[src/rtl/icache_pkg.sv]
package icache_pkg;
  localparam logic [11:0] SEL_CTRL = 12'h002;
  localparam logic [11:0] SEL_ADDR = 12'h802;
  localparam int unsigned BIT_EN   = 0;
  localparam int unsigned BIT_FRZ  = 1;
  localparam int unsigned BIT_CLR1 = 2;
  localparam int unsigned BIT_CLRA = 3;
endpackage

[src/rtl/cache_ctrl_regs.sv]
module cache_ctrl_regs
  import icache_pkg::*;
#(
  parameter int unsigned IDX_W = 6
) (
  input  logic             clk_i,
  input  logic             rst_ni,
  input  logic [11:0]      sel_i,
  input  logic             we_i,
  input  logic [31:0]      wdata_i,
  output logic [31:0]      rdata_o,
  output logic             en_o,
  output logic             frz_o,
  output logic             inv_one_o,
  output logic             inv_all_o,
  output logic [IDX_W-1:0] inv_idx_o
);
  logic        en_q, frz_q;
  logic [31:0] caar_q;
  logic        wr_ctrl, wr_addr;

  assign wr_ctrl = we_i && (sel_i == SEL_CTRL);
  assign wr_addr = we_i && (sel_i == SEL_ADDR);

  always_ff @(posedge clk_i or negedge rst_ni) begin
    if (!rst_ni) begin
      en_q   <= 1'b0;
      frz_q  <= 1'b0;
      caar_q <= '0;
    end else begin
      if (wr_ctrl) begin
        en_q  <= wdata_i[BIT_EN];
        frz_q <= wdata_i[BIT_FRZ];
      end
      if (wr_addr) caar_q <= wdata_i;
    end
  end

  // clear-all wins over clear-entry
  assign inv_all_o = wr_ctrl && wdata_i[BIT_CLRA];
  assign inv_one_o = wr_ctrl && wdata_i[BIT_CLR1] && !wdata_i[BIT_CLRA];
  assign inv_idx_o = caar_q[IDX_W+1:2];
  assign en_o      = en_q;
  assign frz_o     = frz_q;

  always_comb begin
    rdata_o = '0;
    unique case (sel_i)
      SEL_CTRL: begin
        rdata_o[BIT_EN]  = en_q;
        rdata_o[BIT_FRZ] = frz_q;
      end
      SEL_ADDR: rdata_o = caar_q;
      default:  rdata_o = '0;
    endcase
  end
endmodule

[src/rtl/cache_lines.sv]
module cache_lines #(
  parameter int unsigned LINES  = 64,
  parameter int unsigned IDX_W  = 6,
  parameter int unsigned TAG_W  = 24,
  parameter int unsigned DATA_W = 32
) (
  input  logic              clk_i,
  input  logic              rst_ni,
  input  logic [IDX_W-1:0]  idx_i,
  output logic [TAG_W-1:0]  rd_tag_o,
  output logic [DATA_W-1:0] rd_data_o,
  output logic              rd_vld_o,
  input  logic              wr_en_i,
  input  logic [TAG_W-1:0]  wr_tag_i,
  input  logic [DATA_W-1:0] wr_data_i,
  input  logic              inv_all_i,
  input  logic              inv_one_i,
  input  logic [IDX_W-1:0]  inv_idx_i,
  output logic [LINES-1:0]  vld_o
);
  logic [TAG_W-1:0]  tag_w  [LINES];
  logic [DATA_W-1:0] data_w [LINES];

  for (genvar i = 0; i < LINES; i++) begin : g_line
    logic              vld_r;
    logic [TAG_W-1:0]  tag_r;
    logic [DATA_W-1:0] data_r;
    logic              sel_wr;

    assign sel_wr = wr_en_i && (idx_i == IDX_W'(i));

    always_ff @(posedge clk_i or negedge rst_ni) begin
      if (!rst_ni)                                    vld_r <= 1'b0;
      else if (inv_all_i)                             vld_r <= 1'b0;
      else if (inv_one_i && inv_idx_i == IDX_W'(i))   vld_r <= 1'b0;
      else if (sel_wr)                                vld_r <= 1'b1;
    end

    always_ff @(posedge clk_i) begin
      if (sel_wr) begin
        tag_r  <= wr_tag_i;
        data_r <= wr_data_i;
      end
    end

    assign vld_o[i]  = vld_r;
    assign tag_w[i]  = tag_r;
    assign data_w[i] = data_r;
  end

  assign rd_vld_o  = vld_o[idx_i];
  assign rd_tag_o  = tag_w[idx_i];
  assign rd_data_o = data_w[idx_i];
endmodule

[src/rtl/cache_refill.sv]
module cache_refill #(
  parameter int unsigned IDX_W = 6
) (
  input  logic             clk_i,
  input  logic             rst_ni,
  input  logic             fetch_req_i,
  input  logic             hit_i,
  input  logic             mem_ack_i,
  input  logic             en_i,
  input  logic             frz_i,
  input  logic             inv_all_i,
  input  logic             inv_one_i,
  input  logic [IDX_W-1:0] inv_idx_i,
  input  logic [IDX_W-1:0] idx_i,
  output logic             mem_req_o,
  output logic             fill_o
);
  logic kill_q, inv_hits;

  assign mem_req_o = fetch_req_i && !hit_i;
  assign inv_hits  = inv_all_i || (inv_one_i && inv_idx_i == idx_i);

  // remember an invalidation of the target line while the refill waits
  always_ff @(posedge clk_i or negedge rst_ni) begin
    if (!rst_ni)                     kill_q <= 1'b0;
    else if (mem_req_o && !mem_ack_i) kill_q <= kill_q || inv_hits;
    else                             kill_q <= 1'b0;
  end

  assign fill_o = mem_req_o && mem_ack_i && en_i && !frz_i && !kill_q && !inv_hits;
endmodule

[src/rtl/icache_ctl.sv]
module icache_ctl #(
  parameter int unsigned ADDR_W = 32,
  parameter int unsigned DATA_W = 32,
  parameter int unsigned LINES  = 64
) (
  input  logic              clk_i,
  input  logic              rst_ni,
  input  logic              fetch_req_i,
  input  logic [ADDR_W-1:0] fetch_addr_i,
  output logic              fetch_rdy_o,
  output logic [DATA_W-1:0] fetch_data_o,
  output logic              mem_req_o,
  output logic [ADDR_W-1:0] mem_addr_o,
  input  logic              mem_ack_i,
  input  logic [DATA_W-1:0] mem_data_i,
  input  logic [11:0]       creg_sel_i,
  input  logic              creg_we_i,
  input  logic [31:0]       creg_wdata_i,
  output logic [31:0]       creg_rdata_o
);
  localparam int unsigned IDX_W = $clog2(LINES);
  localparam int unsigned TAG_W = ADDR_W - IDX_W - 2;

  logic              cache_en, cache_frz, inv_one, inv_all, hit, fill, rd_vld;
  logic [IDX_W-1:0]  inv_idx, idx;
  logic [TAG_W-1:0]  tag, rd_tag;
  logic [DATA_W-1:0] rd_data;
  logic [LINES-1:0]  line_vld;
  logic              unused_lsb;

  assign idx        = fetch_addr_i[IDX_W+1:2];
  assign tag        = fetch_addr_i[ADDR_W-1:IDX_W+2];
  assign unused_lsb = ^fetch_addr_i[1:0];

  cache_ctrl_regs #(.IDX_W(IDX_W)) u_regs (
    .clk_i, .rst_ni,
    .sel_i(creg_sel_i), .we_i(creg_we_i), .wdata_i(creg_wdata_i), .rdata_o(creg_rdata_o),
    .en_o(cache_en), .frz_o(cache_frz),
    .inv_one_o(inv_one), .inv_all_o(inv_all), .inv_idx_o(inv_idx)
  );

  cache_lines #(.LINES(LINES), .IDX_W(IDX_W), .TAG_W(TAG_W), .DATA_W(DATA_W)) u_lines (
    .clk_i, .rst_ni,
    .idx_i(idx), .rd_tag_o(rd_tag), .rd_data_o(rd_data), .rd_vld_o(rd_vld),
    .wr_en_i(fill), .wr_tag_i(tag), .wr_data_i(mem_data_i),
    .inv_all_i(inv_all), .inv_one_i(inv_one), .inv_idx_i(inv_idx),
    .vld_o(line_vld)
  );

  assign hit = cache_en && rd_vld && (rd_tag == tag);

  cache_refill #(.IDX_W(IDX_W)) u_refill (
    .clk_i, .rst_ni,
    .fetch_req_i, .hit_i(hit), .mem_ack_i,
    .en_i(cache_en), .frz_i(cache_frz),
    .inv_all_i(inv_all), .inv_one_i(inv_one), .inv_idx_i(inv_idx),
    .idx_i(idx), .mem_req_o, .fill_o(fill)
  );

  assign mem_addr_o   = fetch_addr_i;
  assign fetch_rdy_o  = fetch_req_i && (hit || mem_ack_i);
  assign fetch_data_o = hit ? rd_data : mem_data_i;
endmodule

[config.mk]
export PLATFORM = sky130hd
export DESIGN_NAME = icache_ctl
export DESIGN_NICKNAME = d
export VERILOG_FILES = /design/src/rtl/icache_pkg.sv /design/src/rtl/cache_ctrl_regs.sv /design/src/rtl/cache_lines.sv /design/src/rtl/cache_refill.sv /design/src/rtl/icache_ctl.sv
export SDC_FILE = /design/constraint.sdc
export NUM_CORES = 2
export LEC_CHECK = 0
export BUFFER_PORTS_ARGS = -buffer_cell sky130_fd_sc_hd__buf_2
export CAP_MARGIN = 20
export CELL_PAD_IN_SITES_DETAIL_PLACEMENT = 1
export CELL_PAD_IN_SITES_GLOBAL_PLACEMENT = 1
export CORE_MARGIN = 2
export CORE_UTILIZATION = 35
export DETAILED_ROUTE_END_ITERATION = 16
export GPL_TIMING_DRIVEN = 1
export PLACE_DENSITY = 0.59
export REMOVE_ABC_BUFFERS = 1
export SYNTH_ARGS = -nofsm -noshare
export SYNTH_HDL_FRONTEND = slang
export SYNTH_SLANG_ARGS = --single-unit
[constraint.sdc]
create_clock -name clk_i -period 9.6 [get_ports clk_i]
set_input_delay 0.96 -clock clk_i [delete_from_list [all_inputs] [get_ports clk_i]]
set_output_delay 0.96 -clock clk_i [all_outputs]
set_load 0.02 [all_outputs]
[Word level (Yosys, flattened, before mapping)]
Index checks and enable logic that the tools add are counted.
Word-level totals
  bits in registers: 3683
  input bits: 113
  output and inout port bits: 98
  logic and storage cells: 752
Operators by class
  order comparisons: 2
  equal/unequal tests: 130
  multiplexer cells: 204
  bitwise operators: 1
  reductions and logical operators: 219
Operators by type and width (count)
  6-bit equality test, second input constant: 64
  1-bit two-way mux: 194
  32-bit binary-select mux with 6-bit select: 1
  6-bit by 5-bit equality test with 1-bit output, second input constant: 32
  3-bit nonzero test: 64
  24-bit binary-select mux with 6-bit select: 1
  1-bit logical AND: 144
  6-bit by 4-bit equality test with 1-bit output, second input constant: 16
  32-bit two-way mux: 3
  6-bit by 3-bit equality test with 1-bit output, second input constant: 8
  24-bit two-way mux: 2
  30-bit two-way mux: 1
  24-bit equality test: 1
  6-bit by 2-bit equality test with 1-bit output, second input constant: 4
  12-bit equality test, second input constant: 1
  12-bit by 2-bit equality test with 1-bit output, second input constant: 1
  6-bit by 1-bit equality test with 1-bit output, second input constant: 2
  6-bit logical NOT: 2
  7-bit >= comparator, second input constant: 1
  6-bit by 7-bit < comparator with 1-bit output, second input constant: 1
  6-bit inverter with 7-bit output: 1
  1-bit binary-select mux with 6-bit select: 1
  6-bit equality test: 1
  1-bit logical NOT: 6
  other kinds (2): 4

[Logic depth before layout (Yosys ltp)]
  depth after elaboration: 17
  depth in mapped cells: 17
  mapped depth without buffers: 10

[Hierarchy]
From an unflattened synthesis, not the netlist that was laid out.
Second synthesis, totals
  cell total of the unflattened synthesis: 6227
  area total of the unflattened synthesis: 141295.5 um^2
By module, submodules not included
  cache_lines: instances 1, cells an instance 5967, area each 138312.7 um^2
  cache_ctrl_regs: instances 1, cells an instance 128, area each 1809.2 um^2
  icache_ctl: instances 1, cells an instance 115, area each 1018.5 um^2
  cache_refill: instances 1, cells an instance 17, area each 155.1 um^2

[Least setup slack after synthesis]
No wires, ideal clock.
  kind: input to register
  from: input fetch_addr_i[2]
  to: register u_lines.g_line[17].vld_r
  setup time: 0.092 ns
  arrival time: 10.005 ns
  setup slack: -0.496 ns
  cell stages on the path: 16
  path through: buf_2 buf_4 buf_4 buf_2 buf_2 mux4_2 a22oi_1 nand2_1 nor2_1 xnor2_1 nor3_1 o21ai_0 nor4_4 buf_4 nor4_1 o221a_1
Between the ends
  cells in the longest elaborated chain, start to end: 15
  elaborated cells between the ends (all ways): 23
  classes of those cells: 3 x eq/ne; 5 x mux; 1 x bitwise; 14 x reduce/logical
Ends and longest elaborated chain
  from (decl): line icache_ctl.sv:9  | input logic [ADDR_W-1:0] fetch_addr_i,
  6-bit inverter with 7-bit output (implied by the code): line cache_lines.sv:52  | assign rd_tag_o = tag_w[idx_i];
  24-bit binary-select mux with 6-bit select: line cache_lines.sv:52
  24-bit two-way mux (implied by the code) (2 in series): line cache_lines.sv:52
  24-bit equality test: line icache_ctl.sv:50  | assign hit = cache_en && rd_vld && (rd_tag == tag);
  1-bit logical AND: line icache_ctl.sv:50
  1-bit logical NOT: line cache_refill.sv:20  | assign mem_req_o = fetch_req_i && !hit_i;
  1-bit logical AND: line cache_refill.sv:20
  1-bit logical AND (5 in series): line cache_refill.sv:30  | assign fill_o = mem_req_o && mem_ack_i && en_i && !frz_i && !kill_q && !inv_hits;
  1-bit logical AND *: line cache_lines.sv:30  | assign sel_wr = wr_en_i && (idx_i == IDX_W'(i));
  net u_lines.g_line[17].sel_wr: line cache_lines.sv:28  | logic sel_wr;
  3-bit nonzero test (no line) *
  to (signal assigned): line cache_lines.sv:33  | if (!rst_ni) vld_r <= 1'b0;
  to (signal assigned): line cache_lines.sv:34  | else if (inv_all_i) vld_r <= 1'b0;
  to (signal assigned): line cache_lines.sv:35  | else if (inv_one_i && inv_idx_i == IDX_W'(i)) vld_r <= 1'b0;
  to (decl): line cache_lines.sv:25  | logic vld_r;
Mark *: on every way through the listed nets, which the timed path passes. The rest lies on a longest branch. The select of a mux whose other input is x is not followed.
A chain may end at the register's enable or synchronous reset.

[Worst setup path in the final report]
  from: input fetch_addr_i[3]
  to: output fetch_data_o[0]
Between the ends
  cells in the longest elaborated chain, start to end: 7
  elaborated cells between the ends (all ways): 13
  classes of those cells: 1 x eq/ne; 9 x mux; 1 x bitwise; 2 x reduce/logical
Ends and longest elaborated chain
  6-bit inverter with 7-bit output (implied by the code): line cache_lines.sv:52, cache_lines.sv:53
  24-bit binary-select mux with 6-bit select: line cache_lines.sv:52
  24-bit two-way mux (implied by the code) (2 in series): line cache_lines.sv:52
  24-bit equality test: line icache_ctl.sv:50
  1-bit logical AND: line icache_ctl.sv:50
  32-bit two-way mux *: line icache_ctl.sv:62  | assign fetch_data_o = hit ? rd_data : mem_data_i;
  to (decl): line icache_ctl.sv:11  | output logic [DATA_W-1:0] fetch_data_o,
Mark *: on every way between the ends. The rest lies on a longest branch, timed or not. The select of a mux whose other input is x is not followed.

==> out/results.ini <==
[power_and_ir_drop]
p_seq_share_pct = 51.7
p_per_area_nw_per_um2 = 208
p_int_uw = 26800
ir_worst_vdd_uv = 156
power.share.clock_pct = 43.8
p_switching_uw = 7350
switching_share_pct = 21.5
comb_power_share_pct = 4.6
leakage_uw = 0.0516

[global_route]
grt.total_usage_pct = 20.9
antenna_found_initial = 11
grt_max_degree = 122
grt-ovfl-total = 0
grt_pass1_vias = 73500
grt_pass1_wl_mm = 607

[finish]
fin_nets = 6710
drive_gt1_share_pct = 31.6
syn_to_final_growth_pct = 15.3
final_core_util_pct = 40.5

[cts]
clockBufferDepth = 4
cts.sinks = 3683
cts.htree.levels = 5
cts_root_buf = clkbuf_16
cts-resized-gates = 0
clk_latency_ns = 0.98
tritoncts = yes
postCtsSetupRepairBufs = 0
cts_made_buffers = 389
clkTransAtPathRegs_ns = 0.06

[logic_synthesis]
synth_edf_count = 3584
yosys_warnings = 0
ys_seq_area_share_pct = 77.3
syn_avg_cell_area_um2 = 23.4
ys_dominant_reg_cell = edfxtp_1
synth_top_area_share_pct = 75.6
netlist_area_um2 = 142000
synth_area_leaders = edfxtp_1 76%, mux4_2 16%, dfrtp_1 1.7%
postSynth.asyncResetShare_pct = 2.69
synthCells = 6085
ys_ff_latch = 3683
yosysTopAreaCell = edfxtp_1
synth.distinct_cells = 72

[worst_setup_path]
critPathCaptureType = primary output
critical_path.max_stage_delay_ns = 0.79
crit_top_cell = buf_12
slowest_stage = o41ai_1
path_max_fanout = 97
critPathLaunchType = input port
cp.required_ns = 8.64
path_cells = buf_8 -> buf_12 -> mux4_2 -> a32o_1 -> a31oi_1 -> nand3_1 -> xor2_1 -> o41ai_1 -> or4bb_1 -> nor4_4 -> buf_12 -> mux2_2 -> buf_2
crit_type = input port to primary output
arrival_ns = 7.19

[die]
dieArea_um2 = 412000
chipHeight_um = 642
chipWidth_um = 642
core_area_um2 = 406000
row_count = 234
design.portCount = 211
start_util_pct = 35.1

[timing]
fin_crit_sh_pct = 84.9
final.setup.tns_ns = 0
worstMarginPinSlew_ns = 1.17
finalSetupViolations = 0
rsz0062_at_grt = false
hold_viol_final = 0
clock_skew_ns = 0.0544
fmax_mhz = 123
fin_crit_ns = 8.15
slew_viol_final = 0
slew_headroom_pct = 21.7

[detailed_routing]
wirelength_mm = 439
vias = 70400
vias_per_cell = 5.70
antenna_left = 0
drt-initial-drc-count = 8609
first_pass_iters = 5
wl_per_cell_um = 35.5
remaining_drc_errors = 0

[hold_path]
hold_path_class = input port to flip-flop

[place]
portBuffers = 206
hpwl_mm = 236
place.gp.congestion = 0.791

[flow_run]
drv_cap = 0

[outcome]
status = finished clean

## cell families (layout without fill, tap and decap cells)
family	Yosys count	count (layout)	synth area share (%)
flops	3683	3683	77.3
mux	1276	1276	17.9
buf+inv	389	1233	1.32
simple gates	373	373	1.43
compound gates	332	332	1.88
xor+xnor	32	32	0.197
other cells	0	4	0
## stage by stage
stage | hold slack [ns] | cells | area (um^2) | setup WS (ns) | total power [uW]
floorplan | 0.471 | 5707 | 141000 | -2.40 | 18600
global placement | 0.481 | 11600 | 151000 | 1.70 | 19500
detailed placement | 0.486 | 11600 | 151000 | 1.71 | 19500
CTS | 0.175 | 12300 | 164000 | 1.73 | 34400
global route | 0.198 | 12400 | 164000 | 1.49 | 35000
finish | 0.236 | 12400 | 164000 | 1.45 | 34100
## flip-flops by register name, summed over array words and instances, names as in the netlist
| register | count |
|---|---|
| u_lines.g_line.data_r | 2048 |
| u_lines.g_line.tag_r | 1536 |
| u_lines.g_line.vld_r | 64 |
| u_refill.kill_q | 1 |
| u_regs.caar_q | 32 |
| u_regs.en_o | 1 |
| u_regs.frz_o | 1 |
## Yosys cell counts, types with 12 or more instances
cell type / number
clkbuf_1: 154
o221a_1: 63
nand3_1: 43
xnor2_1: 18
buf_1: 35
nor3_1: 14
nor4_1: 74
xor2_1: 14
mux4_2: 1004
nor2b_1: 12
and2_1: 33
a221oi_1: 19
buf_2: 120
o21ai_0: 21
buf_4: 65
mux2i_1: 177
mux2_2: 67
nand4_1: 15
dfrtp_1: 99
nand2_1: 88
o22ai_1: 48
mux2_1: 28
nor2_1: 38
a22oi_1: 83
a22o_1: 13
a21oi_1: 15
edfxtp_1: 3584
## layout by cell type (no fill, tap or decap), types with 15 or more instances in the layout
cell / instances
clkinv_2: 68
buf_2: 199
nand2_1: 87
mux2_2: 67
o21ai_0: 21
and2_1: 32
mux2i_1: 177
bufinv_16: 36
a221oi_1: 19
clkbuf_16: 393
edfxtp_1: 3584
nor2_1: 36
clkinv_1: 105
mux4_2: 1004
nor4_2: 64
o221a_1: 63
a21oi_1: 15
o22ai_1: 48
nand4_1: 15
buf_12: 43
mux2_1: 28
dfrtp_1: 99
xnor2_1: 18
clkbuf_1: 81
nand3_1: 43
buf_4: 249
a22oi_1: 83
## path summary, 6_finish.rpt
path	slack (ns)	to	start	cells past startpoint
max	1.45	fetch_data_o[0]	fetch_addr_i[3]	13
min	0.24	u_refill.kill_q	mem_ack_i	2
max reg2reg	3.20	u_lines.g_line[7].tag_r[22]	u_lines.g_line[43].tag_r[4]	12
min reg2reg	0.49	u_regs.caar_q[8]	u_regs.caar_q[8]	1
max in group asynchronous	7.74	u_lines.g_line[0].vld_r	rst_ni	3
min in group asynchronous	0.50	u_regs.caar_q[27]	rst_ni	2
## worst max-delay path: cells and delay by family
kind	cells	cell delay [ns]
AND/OR/NAND/NOR	3	1.40
multiplexers	2	1.00
AO/OA/AOI/OAI	3	1.54
buffers and inverters	4	1.47
XOR/XNOR	1	0.26
## area by class of cell
class,count,area [um^2]
diodes,4,10.0
clock buffers,478,10200
clock inverters,245,2340
fillers,38000,242000
inverters,11,53.8
multi-input cells,2013,30900
flip-flops and latches,3683,110000
well taps,5428,6790
repair buffers,499,3880
## layer usage
| metal | wire length [um] | track usage [%] |
|---|---|---|
| met4 | 13200 | 5.89 |
| met2 | 218000 | 35.0 |
| met3 | 28700 | 3.08 |
| met5 | 0 | 0 |
| met1 | 179000 | 28.4 |
## power by group through the flow
stage,clock [uW],sequential (uW),combinational (uW)
2_1_floorplan,0,18000,661
5_1_grt,15800,17600,1650
4_1_cts,15200,17600,1560
6_report,14900,17600,1560
3_3_place_gp,0,18000,1530
3_5_place_dp,0,18000,1560
## what timing repair did
item / CTS / global route
setup endpoints to repair: 0 / 0
hold buffers: 1 / 0
hold endpoints to repair: 29 / 0
(Power assumes the default switching activity.)
